[config.mk]
export PLATFORM = sky130hd
export DESIGN_NAME = therm_steer
export DESIGN_NICKNAME = d
export VERILOG_FILES = /design/src/rtl/steer_pkg.sv /design/src/rtl/steer_cold_pick.sv /design/src/rtl/steer_gap_mask.sv /design/src/rtl/steer_tourney.sv /design/src/rtl/therm_steer.sv
export SDC_FILE = /design/constraint.sdc
export NUM_CORES = 1
export LEC_CHECK = 0
export ABC_AREA = 1
export BUFFER_PORTS_ARGS = -buffer_cell sky130_fd_sc_hd__buf_4
export CAP_MARGIN = 0
export CORE_UTILIZATION = 33
export CTS_BUF_LIST = sky130_fd_sc_hd__clkbuf_8
export CTS_CLUSTER_DIAMETER = 120
export DETAILED_ROUTE_END_ITERATION = 10
export PLACE_DENSITY = 0.52
export RECOVER_POWER = 100
export SLEW_MARGIN = 20
export SYNTH_ARGS = -nofsm -noshare
export SYNTH_HDL_FRONTEND = slang
export SYNTH_SLANG_ARGS = --single-unit
[constraint.sdc]
create_clock -name clk -period 0.8 [get_ports clk]
set_input_delay 0.16 -clock clk [delete_from_list [all_inputs] [get_ports clk]]
set_output_delay 0.16 -clock clk [all_outputs]
set_load 0.01 [all_outputs]
[src/rtl/steer_pkg.sv]
package steer_pkg;
    typedef enum logic [1:0] {
        MODE_COLD  = 2'b00,
        MODE_GAP   = 2'b01,
        MODE_THERM = 2'b10,
        MODE_COLD2 = 2'b11
    } steer_mode_e;
endpackage

[src/rtl/steer_cold_pick.sv]
module steer_cold_pick #(
    parameter int NCL = 4,
    parameter int TW  = 8,
    localparam int IW = $clog2(NCL)
) (
    input  logic [NCL*TW-1:0] temps,
    input  logic [NCL-1:0]    mask,
    output logic              found,
    output logic [IW-1:0]     idx
);
    logic [TW-1:0] best;

    always_comb begin
        found = 1'b0;
        idx   = '0;
        best  = '0;
        for (int i = 0; i < NCL; i++) begin
            if (mask[i] && (!found || temps[i*TW +: TW] < best)) begin
                found = 1'b1;
                idx   = IW'(i);
                best  = temps[i*TW +: TW];
            end
        end
    end
endmodule

[src/rtl/steer_gap_mask.sv]
module steer_gap_mask #(
    parameter int NCL = 4,
    parameter int TW  = 8
) (
    input  logic [NCL*TW-1:0] temps,
    input  logic [TW-1:0]     thresh,
    output logic [NCL-1:0]    keep
);
    logic [TW-1:0] tmin;

    always_comb begin
        tmin = temps[TW-1:0];
        for (int i = 1; i < NCL; i++)
            if (temps[i*TW +: TW] < tmin) tmin = temps[i*TW +: TW];
    end

    // grow the kept set upward from the global minimum in steps of at most thresh
    always_comb begin
        for (int i = 0; i < NCL; i++) keep[i] = (temps[i*TW +: TW] == tmin);
        for (int it = 1; it < NCL; it++) begin
            for (int j = 0; j < NCL; j++) begin
                for (int k = 0; k < NCL; k++) begin
                    if (keep[k] && temps[j*TW +: TW] >= temps[k*TW +: TW] &&
                        (temps[j*TW +: TW] - temps[k*TW +: TW]) <= thresh)
                        keep[j] = 1'b1;
                end
            end
        end
    end
endmodule

[src/rtl/steer_tourney.sv]
module steer_tourney #(
    parameter int NCL = 4,
    parameter int TW  = 8,
    parameter int CW  = 3,
    parameter int OW  = 5,
    localparam int IW = $clog2(NCL)
) (
    input  logic [NCL*TW-1:0] temps,
    input  logic [NCL*CW-1:0] comms,
    input  logic [NCL*OW-1:0] occs,
    input  logic [NCL-1:0]    avail,
    input  logic [TW-1:0]     thresh,
    output logic              found,
    output logic [IW-1:0]     idx
);
    logic          nv [2*NCL];
    logic [IW-1:0] ni [2*NCL];
    logic [TW-1:0] nt [2*NCL];
    logic [CW-1:0] nc [2*NCL];
    logic [OW-1:0] no [2*NCL];

    function automatic logic right_wins(
        input logic va, input logic [TW-1:0] ta, input logic [CW-1:0] ca, input logic [OW-1:0] oa,
        input logic vb, input logic [TW-1:0] tb, input logic [CW-1:0] cb, input logic [OW-1:0] ob,
        input logic [TW-1:0] th);
        logic [TW-1:0] gap;
        gap = (ta > tb) ? ta - tb : tb - ta;
        if (!va || !vb) return !va && vb;
        if (gap > th)   return tb < ta;
        if (ca != cb)   return cb < ca;
        return ob < oa;
    endfunction

    // heap layout: leaves at NCL+i, node n plays 2n (lower indices) against 2n+1
    always_comb begin
        nv[0] = 1'b0; ni[0] = '0; nt[0] = '0; nc[0] = '0; no[0] = '0;
        for (int i = 0; i < NCL; i++) begin
            nv[NCL+i] = avail[i];
            ni[NCL+i] = IW'(i);
            nt[NCL+i] = temps[i*TW +: TW];
            nc[NCL+i] = comms[i*CW +: CW];
            no[NCL+i] = occs[i*OW +: OW];
        end
        for (int n = NCL-1; n >= 1; n--) begin
            if (right_wins(nv[2*n], nt[2*n], nc[2*n], no[2*n],
                           nv[2*n+1], nt[2*n+1], nc[2*n+1], no[2*n+1], thresh)) begin
                nv[n] = nv[2*n+1]; ni[n] = ni[2*n+1]; nt[n] = nt[2*n+1];
                nc[n] = nc[2*n+1]; no[n] = no[2*n+1];
            end else begin
                nv[n] = nv[2*n]; ni[n] = ni[2*n]; nt[n] = nt[2*n];
                nc[n] = nc[2*n]; no[n] = no[2*n];
            end
        end
        found = nv[1];
        idx   = ni[1];
    end
endmodule

[src/rtl/therm_steer.sv]
module therm_steer
    import steer_pkg::*;
#(
    parameter int NCL = 4,
    parameter int TW  = 8,
    parameter int CW  = 3,
    parameter int OW  = 5,
    localparam int IW = $clog2(NCL)
) (
    input  logic              clk,
    input  logic              rst_n,
    input  logic [1:0]        mode,
    input  logic [TW-1:0]     thresh,
    input  logic [NCL*TW-1:0] temp_flat,
    input  logic [NCL-1:0]    avail,
    input  logic [NCL*CW-1:0] comm_flat,
    input  logic [NCL*OW-1:0] occ_flat,
    output logic [IW-1:0]     sel_cl,
    output logic              stall
);
    logic          cold_f, gap_f, tour_f;
    logic [IW-1:0] cold_i, gap_i, tour_i;
    logic [NCL-1:0] keep;
    logic          pick_f;
    logic [IW-1:0] pick_i;

    steer_cold_pick #(.NCL(NCL), .TW(TW)) u_cold (
        .temps(temp_flat), .mask(avail), .found(cold_f), .idx(cold_i));

    steer_gap_mask #(.NCL(NCL), .TW(TW)) u_gap (
        .temps(temp_flat), .thresh(thresh), .keep(keep));

    steer_cold_pick #(.NCL(NCL), .TW(TW)) u_gap_pick (
        .temps(temp_flat), .mask(avail & keep), .found(gap_f), .idx(gap_i));

    steer_tourney #(.NCL(NCL), .TW(TW), .CW(CW), .OW(OW)) u_tour (
        .temps(temp_flat), .comms(comm_flat), .occs(occ_flat), .avail(avail),
        .thresh(thresh), .found(tour_f), .idx(tour_i));

    always_comb begin
        unique case (steer_mode_e'(mode))
            MODE_GAP:   begin pick_f = gap_f;  pick_i = gap_i;  end
            MODE_THERM: begin pick_f = tour_f; pick_i = tour_i; end
            default:    begin pick_f = cold_f; pick_i = cold_i; end
        endcase
    end

    always_ff @(posedge clk or negedge rst_n) begin
        if (!rst_n) begin
            sel_cl <= '0;
            stall  <= 1'b0;
        end else begin
            sel_cl <= pick_f ? pick_i : '0;
            stall  <= !pick_f;
        end
    end
endmodule

-- Word level (Yosys, flattened, before mapping)
Index checks and enable logic that the tools add are counted.
- output and inout bits: 3
- bits in registers: 3
- logic and storage cells: 337
- input bits: 80
- order comparisons: 55
- $add $sub $neg: 18
- equality and inequality tests: 9
- reduce and logical (&&, ||, !) cells: 127
- bitwise operators: 1
- mux-type cells: 125
- operators with widths (cell ; count):
    subtractor 8 bit ; 18
    >= comparator 8 bit ; 16
    less-or-equal comparator 8 bit ; 16
    2-to-1 mux 8 bit ; 14
    logical AND 1 bit ; 105
    2-to-1 mux 1 bit ; 99
    < comparator 8 bit ; 11
    greater-than comparator 8 bit ; 6
    == test 8 bit ; 4
    < comparator 5 bit ; 3
    zero test 1 bit ; 13
    2-to-1 mux 2 bit ; 6
    2-to-1 mux 5 bit ; 2
    logical OR 1 bit ; 9
    < comparator 3 bit ; 3
    != test 3 bit ; 3
    2-to-1 mux 3 bit ; 2
    AND 4 bit ; 1
    one-hot mux 2 bit (2 select lines) ; 1
    == test 2 x 1 -> 1 bit, second input constant ; 1
    == test 2 bit, second input constant ; 1
    one-hot mux 1 bit (2 select lines) ; 1

-- Logic depth before layout (Yosys ltp)
Gate-level depths: netlist (run 1).
- depth after elaboration: 98
- gate-level depth with buffers: 92
- gate-level depth less buffers: 88

-- Cells and area by module
From an unflattened synthesis (run 1), not the netlist that was laid out.
- cells, all modules: 1974
- area total of the unflattened synthesis: 12473.2 µm²
- by module, submodules not included (module ; seq. area each (µm²) ; cells an instance ; area an instance (µm²) ; times used):
    steer_gap_mask ; 0.0 ; 1091 ; 7136.8 ; 1
    steer_tourney ; 0.0 ; 582 ; 3558.4 ; 1
    steer_cold_pick ; 0.0 ; 133 ; 778.2 ; 2
    therm_steer ; 75.1 ; 35 ; 221.5 ; 1

-- Worst setup path before layout (run 1)
Ideal clock, no wire load.
- path kind: input port to flip-flop
- from: in temp_flat[8]
- to: reg sel_cl[1]
- slack: -8847 ps
- library setup time: 73 ps
- arrival time: 9574 ps
- data required time: 727 ps
- stages on the path: 78
- buffers on the path: 5
- cells stage by stage: inv_1 ha_1 inv_1 fa_1 nand2_1 nand2_1 nand3_2 nand2_4 clkbuf_1 o21ai_0 inv_1 ha_1 a21oi_1 nor2_1 a211oi_1 nand2_2 buf_2 o21ai_0 (+42 left out) a21oi_1 nor2_1 a211oi_1 nand2_1 nand2_2 nand2_2 clkbuf_1 o21ai_0 ha_1 a21oi_1 nor2_1 a211oi_1 nand2_1 nand2_1 nand2_1 nand2_1 nand2_1 a21oi_2
- cells in the longest elaborated chain, start to end: 87
- elaborated cells between the ends (all ways): 258
- RTL lines (element ; line ; RTL):
    from (decl) ; therm_steer.sv:14 ; input logic [NCL*TW-1:0] temp_flat,
    branches (longest 86 deep; another with < comparator 8 bit) ; - ;
    2-to-1 mux 2 bit * ; therm_steer.sv:53 ; sel_cl <= pick_f ? pick_i : '0;
    to (signal assigned) ; therm_steer.sv:53 ;
    to (decl) ; therm_steer.sv:18 ; output logic [IW-1:0] sel_cl,
Mark *: on every way between the ends. The select of a mux whose other input is x is not followed.

-- Worst setup path in the final report (run 1)
- from: in temp_flat[8]
- to: reg sel_cl[0]
The elaborated chain is that of the path after synthesis.

==> metrics.csv, run 1 <==
stage,metric,value,unit
status,outcome,"complete, but fails checks",
status,failing checks,negative setup slack,
synthesis,largest family of logic cells by synthesized area,adder cells,
worst_setup_path,slowest CP cell,fa_2,
drt,vias per cell,5.16,
cts,total CTS buffers,3,
place,# port buffers,82,
synthesis,asr flop ratio synth,1.00,
synthesis,xor/xnor share of the synthesized area,0.0647,
sta,Final Hold Fails,0,
global_route,largest net degree at the start of global routing,17,
worst_setup_path,Crit. End Element,register,
global_route,gr usage total,0.292,
finish,share of cells above drive strength 1,0.355,
worst_setup_path,Worst Setup SP,temp_flat[8],
power_and_ir_drop,Peak supply drop,0.00128,V
cts,CTS H-tree depth,1,
cts,clock-pin slew on the worst setup and hold paths,30,ps
drt,"antenna viol nets, final",0,
worst_setup_path,CP dominant cell by count,buf_4,
cts,# clock sinks,3,
drt,Wirelength per Cell,18.0,um
synthesis,Netlist Area Pre-Place,10800,um2
floorplan,Rows,65,
sta,Max-slew headroom,0.610,
sta,final setup vio count,6,
drt,DRT iter0 DRCs,1017,
synthesis,area share of and/or/nand/nor cells after synthesis,0.255,
floorplan,core area,32000,um2
synthesis,Post-synth EDFFs,0,
power_and_ir_drop,Sw Pwr,13.6,mW
sta,Worst Tran Pin Value,570,ps
synthesis,sequential area share after synthesis,0.00693,
finish,"commonest non-fill, non-tap cell in the layout",buf_4,
job,Maximum Capacitance Violations,0,
power_and_ir_drop,Sw Ratio,0.503,
power_and_ir_drop,Pleak,9.31,nW
synthesis,syn_nets,2098,
floorplan,Top Ports,83,
place,hpwl dp,40700,um
power_and_ir_drop,Power Total,27.0,mW
sta,Max Fclk,113,MHz
synthesis,multiplexer share of the synthesized area,0.00104,
floorplan,Die Width,183,um
drt,# DRC,0,
worst_setup_path,critical path startpoint category,primary input,
synthesis,Synth warnings,0,
floorplan,die area,33500,um2
finish,post-route cell area,17100,um2
worst_setup_path,"Max FO, Critical Path",8,
synthesis,Synth Flop Type,dfrtp_1,
global_route,initial antenna violation count,0,
power_and_ir_drop,clock share of power,0.017,
finish,most frequent cells in the layout,"632 x buf_4, 392 x nand2_1, 287 x ha_1, 184 x inv_1, 156 x a21oi_1",
synthesis,#FFs+latches synth,3,
cts,root cell of the clock tree,clkbuf_8,
worst_setup_path,worst path required time,900,ps
sta,min cycle time layout,8840,ps
synthesis,Avg Inst Size Synth,6.37,um2
drt,drt pass-1 iters,6,
synthesis,Syn Inst Count,1699,
finish,Layout Area Growth over Synthesis,58.1,%
drt,DR vias,14207,
place,Placed Area,15800,um2
power_and_ir_drop,Comb pwr share,0.975,
synthesis,Compound-Gate Fraction of Synth Area,0.209,
worst_setup_path,worst stage delay on the critical path,360,ps
global_route,global route overflow,0,
power_and_ir_drop,pwr dens,1580,nW/um2
sta,"Worst Setup Slack, final",-8040,ps
floorplan,Die Y,183,um
synthesis,post-synth cell types,53,
sta,Final period util,11.1,
floorplan,Initial Util,0.339,
place,GP Congestion,1.06,
sta,RSZ-0062 raised after global routing,yes,
cts,Longest Clk Path Bufs,2,
global_route,number of global-route vias before repair,14098,
finish,Filler cells,3187,
synthesis,adder-cell share of the synthesized area,0.378,
worst_hold_path,class of the worst hold path,primary input to async pin,
finish,ANT cells,0,
power_and_ir_drop,Flop pwr share,0.008,
drt,"wirelength, routed",49600,um
cts,CTS tree,yes,
finish,nets,2720,
worst_setup_path,Worst Setup Path Type,primary input to register,
worst_setup_path,Critical Path AT,8940,ps
sta,final setup TNS,-24150,ps
global_route,first-pass GRT wire length,76000,um
power_and_ir_drop,cell internal pwr,13.4,mW
sta,Final Max Slew Viols,0,
stage by stage:
stage / utilization / setup slack [ps] / instances / hold slack [ps]
after floorplan: - / -7770 / 1699 / -136
after global placement: 0.494 / -8110 / 2677 / -47.9
after detailed placement: 0.494 / -8410 / 2677 / -47.6
after CTS: 0.522 / -7530 / 2744 / 266
after global routing: 0.536 / -8440 / 2755 / 288
final: 0.536 / -8040 / 2755 / 282
cells by family after synthesis:
group                      after synthesis
muxes                                    1
AOI/OAI and AO/OA                      398
buffers and inverters                  238
xor gates and xnor gates                80
DFF                                      3
and+or+nand+nor                        660
adders and majority gates              319
repair_timing:
item | in CTS | in global routing
resized for setup | 99 | 71
pin swaps | 34 | 45
hold endpoints to repair | 3 | 0
setup endpoints to repair | 6 | 6
hold buffers | 1 | 0
buffers inserted | 57 | 11
gates cloned | 6 | 0
layer usage:
layer	part of all wire	track usage	routed length, um
met5	0	0	0
met4	0.040	0.102	1970
met3	0.075	0.0443	3700
met2	0.44	0.485	21700
met1	0.45	0.383	22200
power by group through the flow:
stage	clock [mW]	sequential (mW)	combinational, mW
final	0.460	0.219	26.3
after global routing	0.473	0.224	29.1
after CTS	0.465	0.219	24.6
after global placement	0	0.211	21.8
after detailed placement	0	0.209	22.2
after floorplan	0	0.232	12.2
layout make-up:
type / count / area (um2) / area share
repair buffers: 655 / 5060 / 0.295
multi-input cells: 1464 / 10700 / 0.623
clock buffers: 3 / 41.3 / 0.00241
inverters: 194 / 741 / 0.0433
flip-flops and latches: 3 / 75.1 / 0.00438
well taps: 435 / 544 / 0.0318
clock inverters: 1 / 3.75 / 0.000219
flip-flops by register name, indices dropped and copies added, names as in the netlist:
register / count
sel_cl: 2
stall: 1
cell usage after synthesis, drive strengths merged, types with 9 or more instances:
cell	instances	area share
a211oi	10	0.0069
a21oi	173	0.082
buf	9	0.0065
clkbuf	35	0.012
fa	14	0.026
ha	305	0.35
inv	193	0.067
nand2	456	0.16
nand3	93	0.045
nor2	82	0.029
o211ai	18	0.012
o21ai	142	0.066
xnor2	13	0.011
xor2	67	0.054
critical path, delay by kind of cell:
kind	cells	cell delay (ps)
buffers and inverters	38	4560
AND/OR/NAND/NOR	22	1720
AO/OA/AOI/OAI	9	1510
adder cells (fa/ha/maj)	4	940
worst paths after layout:
kind | to
min | stall
min in group clk | stall
max | sel_cl[0]
max in group asynchronous | sel_cl[1]
No activity file was read; power rests on OpenSTA's default activity.
==> run 2: changes to the inputs <==
--- a/config.mk
+++ b/config.mk
@@ -12,7 +12,7 @@
 export CTS_BUF_LIST = sky130_fd_sc_hd__clkbuf_8
 export CTS_CLUSTER_DIAMETER = 120
 export DETAILED_ROUTE_END_ITERATION = 10
-export PLACE_DENSITY = 0.52
+export MAX_ROUTING_LAYER = met4
 export RECOVER_POWER = 100
 export SLEW_MARGIN = 20
 export SYNTH_ARGS = -nofsm -noshare
==> run 2 against run 1 <==
The run still ends with negative setup slack left. Clock power shrank 3%. Sequential share of layout area about the same. Total power is 2.6% higher. First-iteration DRC count is 11% lower. Die area did not move. Wire length increased by 1.2%. Sequential cell count unchanged. Critical path type unchanged.
==> metrics.csv, run 2 (same netlist as run 1, synthesis figures left out) <==
stage,metric,value,unit,change
status,outcome,"complete, but fails checks",,unchanged
power_and_ir_drop,Peak supply drop,0.00198,V,was 0.00128 V
finish,nets,2698,,was 2720
place,# placed instances,2666,,was 2677
place,DP Worst Slack,-8370,ps,was -8410 ps
worst_setup_path,worst path required time,900,ps,about the same
global_route,first-pass GRT wire length,76300,um,was 76000 um
finish,most frequent cells in the layout,"584 x buf_4, 387 x nand2_1, 279 x ha_1, 176 x inv_1, 156 x a21oi_1",,"was 632 x buf_4, 392 x nand2_1, 287 x ha_1, 184 x inv_1, 156 x a21oi_1"
cts,# clock sinks,3,,unchanged
sta,"Worst Setup Slack, final",-7850,ps,was -8040 ps
sta,Final period util,10.8,,was 11.1
finish,area occupied by multi-input gates,11000,um2,was 10700 um2
sta,RSZ-0062 raised after global routing,yes,,unchanged
floorplan,Top Ports,83,,unchanged
global_route,largest net degree at the start of global routing,17,,unchanged
power_and_ir_drop,clock share of power,0.016,,was 0.017
sta,min cycle time layout,8650,ps,was 8840 ps
sta,Max Fclk,116,MHz,was 113 MHz
floorplan,die area,33500,um2,unchanged
power_and_ir_drop,Comb pwr share,0.976,,was 0.975
finish,max reg flops,2,,unchanged
power_and_ir_drop,Sw Ratio,0.517,,was 0.503
sta,Final Max Slew Viols,0,,unchanged
cts,CTS tree,yes,,unchanged
floorplan,Die Y,183,um,unchanged
power_and_ir_drop,Flop pwr share,0.008,,about the same
finish,Seq. cell area,75.1,um2,unchanged
global_route,global route overflow,0,,unchanged
drt,DR vias,14188,,was 14207
drt,drt pass-1 iters,6,,unchanged
worst_setup_path,Crit. End Element,register,,unchanged
finish,Largest Register,sel_cl,,unchanged
power_and_ir_drop,Pleak,9.36,nW,was 9.31 nW
cts,Longest Clk Path Bufs,2,,unchanged
global_route,met1 GRT Util,0.391,,was 0.383
finish,share of cells above drive strength 1,0.371,,was 0.355
power_and_ir_drop,pwr dens,1580,nW/um2,about the same
floorplan,Die Width,183,um,unchanged
sta,Worst Hold Slack,302,ps,was 282 ps
sta,Final Hold Fails,0,,unchanged
sta,Max-slew headroom,0.423,,was 0.610
global_route,GR Util met3,0.0197,,was 0.0443
cts,clock-pin slew on the worst setup and hold paths,30,ps,about the same
power_and_ir_drop,Sw Pwr,14.3,mW,was 13.6 mW
finish,Top Registers,"sel_cl x2, stall x1",,unchanged
worst_setup_path,worst stage delay on the critical path,280,ps,was 360 ps
global_route,number of global-route vias before repair,13992,,was 14098
floorplan,Rows,65,,unchanged
global_route,initial antenna violation count,0,,unchanged
power_and_ir_drop,Power Total,27.7,mW,was 27.0 mW
worst_hold_path,class of the worst hold path,primary input to async pin,,unchanged
cts,root cell of the clock tree,clkbuf_8,,unchanged
worst_setup_path,Worst Setup Path Type,primary input to register,,unchanged
power_and_ir_drop,cell internal pwr,13.4,mW,about the same
global_route,met2 usage,0.503,,was 0.485
global_route,layer with the highest usage,met2,,unchanged
place,GP Congestion,1.03,,was 1.06
cts,total CTS buffers,3,,unchanged
drt,"wirelength, routed",50200,um,was 49600 um
finish,ANT cells,0,,unchanged
worst_setup_path,critical path startpoint category,primary input,,unchanged
sta,Worst Tran Pin Value,858,ps,was 570 ps
finish,"commonest non-fill, non-tap cell in the layout",buf_4,,unchanged
drt,# DRC,0,,unchanged
drt,Wirelength per Cell,18.4,um,was 18.0 um
sta,final setup vio count,6,,unchanged
status,failing checks,negative setup slack,,unchanged
worst_setup_path,slowest CP cell,a211oi_4,,was fa_2
finish,Filler cells,3103,,was 3187
cts,CTS H-tree depth,1,,unchanged
drt,"antenna viol nets, final",0,,unchanged
finish,post-layout util,0.547,,was 0.536
drt,vias per cell,5.19,,was 5.16
job,Maximum Capacitance Violations,0,,unchanged
place,hpwl dp,41600,um,was 40700 um
worst_setup_path,"Max FO, Critical Path",8,,unchanged
worst_setup_path,CP dominant cell by count,nand2_1,,was buf_4
global_route,gr usage total,0.302,,was 0.292
place,# port buffers,82,,unchanged
finish,Layout Area Growth over Synthesis,61.4,%,was 58.1%
finish,"Cell Count, Final, Fillers Out",2733,,was 2755
floorplan,Initial Util,0.339,,unchanged
drt,DRT iter0 DRCs,908,,was 1017
worst_setup_path,Critical Path AT,8750,ps,was 8940 ps
floorplan,core area,32000,um2,unchanged
run 2: cell count changes in the layout (fill, tap and decap cells not counted), moves of 10 or more:
cell     before  now
buf_12        7   17
buf_4       632  584
buf_6        14   27
nand2_4      13   25
o21ai_0     117   98
o21ai_2       8   24
run 2: repair_timing:
| action | 4_1_cts | 5_1_grt |
|---|---|---|
| gates resized for setup | 138 | 145 |
| gates cloned | 6 | 1 |
| setup endpoints to repair | 6 | 6 |
| buffers inserted | 37 | 21 |
| pin swaps | 46 | 85 |
| hold buffers | 1 | 0 |
| endpoints found under the hold margin | 3 | 0 |
run 2: metal layers:
layer,vias up,routed length [um]
li1,7012,-
met1,6572,22100
met2,500,23200
met3,104,3120
met4,0,1740
met5,-,0
run 2: final timing paths:
| path | start | end | depth (start not counted) |
|---|---|---|---|
| worst max-delay path | temp_flat[7] | sel_cl[0] | 76 |
| worst min-delay path | rst_n | stall | 2 |
| max in group asynchronous | rst_n | sel_cl[1] | 2 |
| min in group clk | mode[1] | stall | 5 |
run 2: layout make-up:
| type | count | share of cell area |
|---|---|---|
| Sequential cell | 3 | 0.00429 |
| Tap cell | 435 | 0.0311 |
| Inverter | 194 | 0.0427 |
| Timing Repair Buffer | 633 | 0.290 |
| Clock buffer | 3 | 0.00236 |
| Multi-Input combinational cell | 1464 | 0.629 |
| Clock inverter | 1 | 0.000215 |
run 2: metrics by stage:
stage / cell area (um2) / setup TNS, ps
after floorplan: 11000 / -21050
after global placement: 15800 / -23630
after detailed placement: 15800 / -23870
after CTS: 16700 / -21930
after global routing: 17500 / -23850
final: 17500 / -22160
run 2: critical path: cells and delay by family:
family	cells	cell delay (ps)
AOI/OAI and AO/OA	16	2510
adders and majority gates	6	1350
buffers and inverters	14	1670
and+or+nand+nor	40	2990
run 2: power groups by stage:
stage / logic (mW) / clock network [mW] / registers, mW
floorplan: 12.2 / 0 / 0.232
global route: 29.8 / 0.469 / 0.229
global placement: 21.7 / 0 / 0.221
detailed placement: 22.1 / 0 / 0.219
CTS: 24.1 / 0.454 / 0.226
finish: 27.0 / 0.446 / 0.226
